<file path="config.mk">
export PLATFORM = sky130hd
export DESIGN_NAME = prSessionSeq
export DESIGN_NICKNAME = d
export VERILOG_FILES = /design/src/rtl/prSeqPkg.sv /design/src/rtl/prSeqCtrl.sv /design/src/rtl/prSeqDatapath.sv /design/src/rtl/prSessionSeq.sv
export SDC_FILE = /design/constraint.sdc
export NUM_CORES = 1
export LEC_CHECK = 0
export ABC_AREA = 1
export BUFFER_PORTS_ARGS = -buffer_cell sky130_fd_sc_hd__buf_2
export CAP_MARGIN = 20
export CORE_MARGIN = 4
export CORE_UTILIZATION = 50
export CTS_BUF_LIST = sky130_fd_sc_hd__clkbuf_4 sky130_fd_sc_hd__clkbuf_8
export CTS_CLUSTER_SIZE = 10
export DETAILED_ROUTE_END_ITERATION = 8
export HOLD_SLACK_MARGIN = 0.06
export PLACE_DENSITY = 0.76
export SKIP_LAST_GASP = 1
export SYNTH_ARGS = -nofsm -noshare
export SYNTH_HDL_FRONTEND = slang
export SYNTH_SLANG_ARGS = --single-unit
</file>
<file path="constraint.sdc">
create_clock -name clk -period 4.2 [get_ports clk]
set_clock_uncertainty 0.15 [all_clocks]
set_input_delay 0.84 -clock clk [delete_from_list [all_inputs] [get_ports clk]]
set_output_delay 0.84 -clock clk [all_outputs]
set_load 0.1 [all_outputs]
</file>
<file path="src/rtl/prSeqPkg.sv">
package prSeqPkg;

  typedef enum logic [1:0] {
    ST_OK      = 2'b00,
    ST_INVALID = 2'b01,
    ST_TIMEOUT = 2'b10
  } seqStatus_e;

  typedef enum logic [4:0] {
    S_IDLE, S_CS_EN, S_PATH_EN, S_OVR_EN, S_FLUSH_REQ, S_FLUSH_WAIT,
    S_PR_REQ, S_PRE_REQ, S_PRE_WAIT, S_POLL_RDY, S_STREAM, S_POLL_DONE,
    S_TD_DROP, S_TD_FLUSH_REQ, S_TD_FLUSH_WAIT, S_TD_PATH_OFF,
    S_TD_CS_OFF, S_TD_OVR_OFF, S_FINAL, S_REPORT
  } seqState_e;

  typedef struct packed {
    logic setCs;
    logic clrCs;
    logic setPath;
    logic clrPath;
    logic setOvr;
    logic clrOvr;
    logic setReq;
    logic clrReq;
    logic burstGo;
    logic burstLong;
    logic setStream;
    logic clrStream;
    logic pollClr;
    logic pollInc;
    logic report;
  } seqStrobe_t;

endpackage

</file>
<file path="src/rtl/prSeqCtrl.sv">
module prSeqCtrl
  import prSeqPkg::*;
(
  input  logic       clk,
  input  logic       rstN,
  input  logic       startReq,
  input  logic [2:0] modeSel,
  input  logic       nConfigPin,
  input  logic       nStatusPin,
  input  logic       userMode,
  input  logic       confDone,
  input  logic       prReady,
  input  logic       prDone,
  input  logic       prError,
  input  logic       burstDone,
  input  logic       dataEnd,
  input  logic       pollLast,
  output seqStrobe_t strb,
  output seqStatus_e finalCode
);

  seqState_e  state, nextState;
  seqStatus_e errQ, errD;

  logic startBad;
  assign startBad = (modeSel[2:1] != 2'b00) || !nConfigPin || !nStatusPin;

  always_ff @(posedge clk) begin
    if (!rstN) begin
      state <= S_IDLE;
      errQ  <= ST_OK;
    end else begin
      state <= nextState;
      errQ  <= errD;
    end
  end

  always_comb begin
    strb      = '0;
    nextState = state;
    errD      = errQ;
    unique case (state)
      S_IDLE: if (startReq) begin
        if (startBad) begin
          errD      = ST_INVALID;
          nextState = S_REPORT;
        end else begin
          errD      = ST_OK;
          nextState = S_CS_EN;
        end
      end
      S_CS_EN:     begin strb.setCs   = 1'b1; nextState = S_PATH_EN;   end
      S_PATH_EN:   begin strb.setPath = 1'b1; nextState = S_OVR_EN;    end
      S_OVR_EN:    begin strb.setOvr  = 1'b1; nextState = S_FLUSH_REQ; end
      S_FLUSH_REQ: begin strb.burstGo = 1'b1; nextState = S_FLUSH_WAIT; end
      S_FLUSH_WAIT: if (burstDone) nextState = S_PR_REQ;
      S_PR_REQ:    begin strb.setReq  = 1'b1; nextState = S_PRE_REQ;   end
      S_PRE_REQ: begin
        strb.burstGo   = 1'b1;
        strb.burstLong = 1'b1;
        nextState      = S_PRE_WAIT;
      end
      S_PRE_WAIT: if (burstDone) begin
        strb.pollClr = 1'b1;
        nextState    = S_POLL_RDY;
      end
      S_POLL_RDY: begin
        if (prError) begin
          errD      = ST_INVALID;
          nextState = S_TD_DROP;
        end else if (prReady) begin
          strb.setStream = 1'b1;
          nextState      = S_STREAM;
        end else if (pollLast) begin
          errD      = ST_TIMEOUT;
          nextState = S_TD_DROP;
        end else begin
          strb.pollInc = 1'b1;
        end
      end
      S_STREAM: if (dataEnd) begin
        strb.clrStream = 1'b1;
        strb.pollClr   = 1'b1;
        nextState      = S_POLL_DONE;
      end
      S_POLL_DONE: begin
        if (prError) begin
          errD      = ST_INVALID;
          nextState = S_TD_DROP;
        end else if (prDone) begin
          nextState = S_TD_DROP;
        end else if (pollLast) begin
          errD      = ST_TIMEOUT;
          nextState = S_TD_DROP;
        end else begin
          strb.pollInc = 1'b1;
        end
      end
      S_TD_DROP:       begin strb.clrReq  = 1'b1; nextState = S_TD_FLUSH_REQ; end
      S_TD_FLUSH_REQ:  begin strb.burstGo = 1'b1; nextState = S_TD_FLUSH_WAIT; end
      S_TD_FLUSH_WAIT: if (burstDone) nextState = S_TD_PATH_OFF;
      S_TD_PATH_OFF:   begin strb.clrPath = 1'b1; nextState = S_TD_CS_OFF;  end
      S_TD_CS_OFF:     begin strb.clrCs   = 1'b1; nextState = S_TD_OVR_OFF; end
      S_TD_OVR_OFF:    begin strb.clrOvr  = 1'b1; nextState = S_FINAL;      end
      S_FINAL: begin
        if (errQ == ST_OK && !(userMode && confDone && nStatusPin))
          errD = ST_TIMEOUT;
        nextState = S_REPORT;
      end
      S_REPORT: begin
        strb.report = 1'b1;
        nextState   = S_IDLE;
      end
      default: nextState = S_IDLE;
    endcase
  end

  assign finalCode = errQ;

  // a reconfiguration error during ready polling never opens streaming
  a_r5_error_blocks_stream: assert property (@(posedge clk) disable iff (!rstN)
    (state == S_POLL_RDY && prError) |=> (state != S_STREAM));

  // a bad strap at start goes straight to reporting
  a_r1_bad_mode_reports: assert property (@(posedge clk) disable iff (!rstN)
    (state == S_IDLE && startReq && modeSel[2:1] != 2'b00) |=> (state == S_REPORT && errQ == ST_INVALID));

  // a start pulse while busy does not restart bring-up
  a_r11_start_ignored: assert property (@(posedge clk) disable iff (!rstN)
    (state == S_STREAM && startReq && !dataEnd) |=> (state == S_STREAM));

endmodule

</file>
<file path="src/rtl/prSeqDatapath.sv">
module prSeqDatapath
  import prSeqPkg::*;
#(
  parameter int POLL_MAX      = 10,
  parameter int BURST_W       = 12,
  parameter int FLUSH_CLKS    = 256,
  parameter int PREAMBLE_CLKS = 2047
) (
  input  logic               clk,
  input  logic               rstN,
  input  seqStrobe_t         strb,
  input  seqStatus_e         finalCode,
  output logic               chipSelN,
  output logic               clkDataEn,
  output logic               overrideEn,
  output logic               prRequest,
  output logic               widthIs16,
  output logic               burstStart,
  output logic [BURST_W-1:0] burstLen,
  output logic               dataReady,
  output logic               doneStrobe,
  output logic [1:0]         status,
  output logic               pollLast
);

  localparam int POLL_W = $clog2(POLL_MAX + 1);
  localparam logic [BURST_W-1:0] FLUSH_LEN = BURST_W'(FLUSH_CLKS);
  localparam logic [BURST_W-1:0] PRE_LEN   = BURST_W'(PREAMBLE_CLKS);
  localparam logic [POLL_W-1:0]  POLL_END  = POLL_W'(POLL_MAX - 1);

  logic [POLL_W-1:0] pollCnt;

  always_ff @(posedge clk) begin
    if (!rstN) begin
      chipSelN   <= 1'b1;
      clkDataEn  <= 1'b0;
      overrideEn <= 1'b0;
      prRequest  <= 1'b0;
      widthIs16  <= 1'b0;
      burstStart <= 1'b0;
      burstLen   <= '0;
      dataReady  <= 1'b0;
      doneStrobe <= 1'b0;
      status     <= ST_OK;
      pollCnt    <= '0;
    end else begin
      burstStart <= strb.burstGo;
      doneStrobe <= strb.report;
      if (strb.burstGo)  burstLen <= strb.burstLong ? PRE_LEN : FLUSH_LEN;
      if (strb.report)   status   <= finalCode;
      if (strb.setCs) begin
        chipSelN  <= 1'b0;
        widthIs16 <= 1'b1;
      end
      if (strb.clrCs)     chipSelN   <= 1'b1;
      if (strb.report)    widthIs16  <= 1'b0;
      if (strb.setPath)   clkDataEn  <= 1'b1;
      if (strb.clrPath)   clkDataEn  <= 1'b0;
      if (strb.setOvr)    overrideEn <= 1'b1;
      if (strb.clrOvr)    overrideEn <= 1'b0;
      if (strb.setReq)    prRequest  <= 1'b1;
      if (strb.clrReq)    prRequest  <= 1'b0;
      if (strb.setStream) dataReady  <= 1'b1;
      if (strb.clrStream) dataReady  <= 1'b0;
      if (strb.pollClr)       pollCnt <= '0;
      else if (strb.pollInc)  pollCnt <= pollCnt + 1'b1;
    end
  end

  assign pollLast = (pollCnt == POLL_END);

  // clock/data path comes up with chip select already low, before overrides and request
  a_r4_path_after_cs: assert property (@(posedge clk) disable iff (!rstN)
    $rose(clkDataEn) |-> (!chipSelN && !prRequest && !overrideEn));

  // the request is raised only with the path, overrides and chip select all active
  a_r4_req_after_ovr: assert property (@(posedge clk) disable iff (!rstN)
    $rose(prRequest) |-> (overrideEn && clkDataEn && !chipSelN));

  // overrides are released last
  a_r8_ovr_off_last: assert property (@(posedge clk) disable iff (!rstN)
    $fell(overrideEn) |-> (chipSelN && !clkDataEn && !prRequest));

  // streaming only while the request is held
  a_r6_stream_under_req: assert property (@(posedge clk) disable iff (!rstN)
    dataReady |-> prRequest);

  // completion strobe lasts one cycle
  a_r10_strobe_single: assert property (@(posedge clk) disable iff (!rstN)
    doneStrobe |=> !doneStrobe);

  // narrow width whenever chip select is active
  a_r3_width_in_session: assert property (@(posedge clk) disable iff (!rstN)
    !chipSelN |-> widthIs16);

endmodule

</file>
<file path="src/rtl/prSessionSeq.sv">
module prSessionSeq
  import prSeqPkg::*;
#(
  parameter int POLL_MAX      = 10,
  parameter int BURST_W       = 12,
  parameter int FLUSH_CLKS    = 256,
  parameter int PREAMBLE_CLKS = 2047
) (
  input  logic               clk,
  input  logic               rstN,
  input  logic               startReq,
  input  logic [2:0]         modeSel,
  input  logic               nConfigPin,
  input  logic               nStatusPin,
  input  logic               userMode,
  input  logic               confDone,
  input  logic               prReady,
  input  logic               prDone,
  input  logic               prError,
  input  logic               burstDone,
  input  logic               dataEnd,
  output logic               chipSelN,
  output logic               clkDataEn,
  output logic               overrideEn,
  output logic               prRequest,
  output logic               widthIs16,
  output logic               burstStart,
  output logic [BURST_W-1:0] burstLen,
  output logic               dataReady,
  output logic               doneStrobe,
  output logic [1:0]         status
);

  seqStrobe_t strb;
  seqStatus_e finalCode;
  logic       pollLast;

  prSeqCtrl uCtrl (
    .clk        (clk),
    .rstN       (rstN),
    .startReq   (startReq),
    .modeSel    (modeSel),
    .nConfigPin (nConfigPin),
    .nStatusPin (nStatusPin),
    .userMode   (userMode),
    .confDone   (confDone),
    .prReady    (prReady),
    .prDone     (prDone),
    .prError    (prError),
    .burstDone  (burstDone),
    .dataEnd    (dataEnd),
    .pollLast   (pollLast),
    .strb       (strb),
    .finalCode  (finalCode)
  );

  prSeqDatapath #(
    .POLL_MAX      (POLL_MAX),
    .BURST_W       (BURST_W),
    .FLUSH_CLKS    (FLUSH_CLKS),
    .PREAMBLE_CLKS (PREAMBLE_CLKS)
  ) uData (
    .clk        (clk),
    .rstN       (rstN),
    .strb       (strb),
    .finalCode  (finalCode),
    .chipSelN   (chipSelN),
    .clkDataEn  (clkDataEn),
    .overrideEn (overrideEn),
    .prRequest  (prRequest),
    .widthIs16  (widthIs16),
    .burstStart (burstStart),
    .burstLen   (burstLen),
    .dataReady  (dataReady),
    .doneStrobe (doneStrobe),
    .status     (status),
    .pollLast   (pollLast)
  );

endmodule

</file>
==> out/results.tsv <==
stage	metric	value	unit
finish	Core Util, Final	0.578	
power	leakage	0.839	nW
logic_synthesis	EDFF count, synth	0	
finish	n_diodes	0	
clock_tree	H-tree depth	1	
finish	fill count	296	
logic_synthesis	top-count cell post-synth	nand2_1	
critical_path	Crit path max-delay family	flip-flops	
grt	initial antenna violation count	0	
clock_tree	CTS buffer count	3	
die	Initial Utilization	0.530	
flow_run	Max-Cap Viols	0	
clock_tree	post-CTS sizing	0	
clock_tree	Sink Count	23	
sta	TNS Setup	0	ps
sta	Final setup viols	0	
critical_path	Max stage delay cell, worst path	dfxtp_1	
power	maximum VDD drop	0.436	mV
critical_path	Worst Path Required	3210	ps
logic_synthesis	dominant cells by area after synthesis	dfxtp_1, nand2_1, nand3_1, nor2_1, inv_1	
clock_tree	Clk pin slew, worst setup/hold paths	130	ps
detailed_routing	TritonRoute pass-1 iters	5	
critical_path	CP peak stage delay	480	ps
min_path	min-delay src	uData.burstLen[8]	
sta	RSZ-0062 raised after global routing	false	
critical_path	CP Class	flop to primary output	
detailed_routing	ANT nets after route	0	
die	die height	62.3	um
clock_tree	Post CTS Setup Buffer Count	0	
status	status	completed	
logic_synthesis	Synth Flop Type	dfxtp_1	
sta	Slew Limit Fails	0	
grt	vias in the first global route	1308	
grt	first-pass GRT wire length	5670	um
detailed_routing	1st-iter DRT viols	94	
logic_synthesis	Distinct cells, synth	31	
placement	IO buf count	34	
detailed_routing	WL per Instance	11.9	um
logic_synthesis	Yosys reg bits	23	
logic_synthesis	Synth Net Count	251	
die	Rows	19	
sta	period utilisation layout	0.540	
grt	Global Route Usage Sum	0.174	
finish	P&R area growth vs syn	9.08	%
power	Pwr Density	541	nW/um^2
die	IO Pins	37	
logic_synthesis	commonest cells in the netlist	nand2_1, nor2_1, inv_1, nand3_1, dfxtp_1	
critical_path	CP Launch Point	uData.burstLen[9]	
critical_path	r2r startpoint	uCtrl.state[2]	
clock_tree	clk_lat worst skew	320	ps
die	core area	2780	sq um
logic_synthesis	synthesized area	1480	sq um
clock_tree	CTS root buf	clkbuf_4	
detailed_routing	vias per cell	5.25	
logic_synthesis	Syn. warnings	0	
min_path	Worst Hold Class	flop to flop	
logic_synthesis	synthesized area per cell	6.30	sq um
logic_synthesis	post-synth top area share	0.312	
die	die area	3880	sq um
critical_path	critical path data arrival time	1280	ps
clock_tree	Post-CTS Hold Buffers	0	
critical_path	CP bufs+invs	1	
sta	final hold vios	0	
grt	largest net degree at the start of global routing	14	
die	Die Wd	62.3	um
finish	share of layout cells above drive strength 1	0.209	
clock_tree	CTS tree	yes	
placement	placer's final routability congestion estimate	0.920	
logic_synthesis	Cells after Synth	234	
logic_synthesis	ys async rst share	0	
finish	nets@finish	276	
placement	post-detail-place hpwl	2700	um
critical_path	crit path cell chain	buf_2	
detailed_routing	DR DRC count	0	
sta	Period minus WS final	2270	ps
detailed_routing	Vias	1516	
grt	Overflow after GRT	0	
critical_path	Critical Path Sink Type	primary output	
logic_synthesis	post-synthesis sequential area ratio	0.312	
clock_tree	clock buffer depth	2	
critical_path	CP Max Fanout	11	
detailed_routing	final WL	3450	um
logic_synthesis	post-synth top area cell	dfxtp_1	
critical_path	Worst setup SP type	flop	
sta	Max Fclk	441	MHz
worst reg2reg max path, cell delays in order, from the launching register on:
cell and delay (ps):
dfxtp_1 530, inv_1 100, nand2_1 130, nor2_2 80, nand2_1 160, nor2_1 70
nor3_2 280, nand2_1 80, a21oi_1 140
path summary, 6_finish.rpt:
| path | endpoint | slack, ps | cells past startpoint |
|---|---|---|---|
| setup / recovery | burstLen[9] | 1930 | 1 |
| hold / removal | uData.burstLen[8] | 300 | 2 |
| setup reg to reg | uCtrl.state[0] | 2410 | 8 |
| hold reg to reg | uData.burstLen[8] | 300 | 2 |
final cells by class:
type,count,area [sq um],share of cell area
clock buffers,3,22.5,0.0140
inverters,35,131,0.0816
clock inverters,1,5.00,0.00311
multi-input cells,162,781,0.485
flip-flops and latches,23,460,0.286
repair buffers,34,170,0.106
well taps,31,38.8,0.0241
sequential cells by signal, indices dropped and copies added (netlist names):
register and flops:
uData.overrideEn 1, uData.burstStart 1, uData.prRequest 1, uData.chipSelN 1, uCtrl.finalCode 2, uData.doneStrobe 1
uData.widthIs16 1, uData.burstLen 2, uData.clkDataEn 1, uData.pollCnt 4, uData.dataReady 1, uCtrl.state 5
uData.status 2
metrics by stage:
step	cell area (sq um)	cells	setup WS, ps	hold slack [ps]	power [mW]
2_1_floorplan	1480	234	1690	301	0.692
3_3_place_gp	1580	285	2250	280	0.758
3_5_place_dp	1580	285	2230	281	0.764
4_1_cts	1610	289	1920	300	0.870
5_1_grt	1610	289	1830	321	0.942
6_report	1610	289	1930	296	0.871
kinds of logic after synthesis:
family	after synthesis	synth area share
other	1	0.00254
AOI/OAI and AO/OA	27	0.102
adders and majority gates	2	0.0170
and+or+nand+nor	132	0.408
buffers and inverters	49	0.159
DFF	23	0.312
cells in the final DEF (no fill, tap or decap), drive strengths merged:
master / n
clkinv: 2
o22ai: 1
o311ai: 1
a211oi: 1
inv: 34
dfxtp: 23
nand4: 5
nand3: 27
or2: 2
buf: 34
o2111ai: 1
nor3: 6
nand2: 51
nor2: 39
nand3b: 2
o21ai: 9
a21oi: 13
a41oi: 1
clkbuf: 3
ha: 2
conb: 1
routing by layer:
| layer | GRT usage | wire, um | up-vias | share of wire |
|---|---|---|---|---|
| li1 | - | - | 788 | - |
| met1 | 0.217 | 1430 | 652 | 0.42 |
| met2 | 0.298 | 1660 | 66 | 0.48 |
| met3 | 0.0288 | 278 | 10 | 0.081 |
| met4 | 0.0637 | 80 | 0 | 0.023 |
| met5 | 0 | 0 | - | 0 |
power breakdown:
part | internal (mW) | leakage [nW] | switching [mW]
Combinational | 0.122 | 0.635 | 0.345
Clock | 0.0357 | 0.0177 | 0.0708
Sequential | 0.254 | 0.187 | 0.0421
Total | 0.412 | 0.839 | 0.458
(Power assumes the default switching activity.)
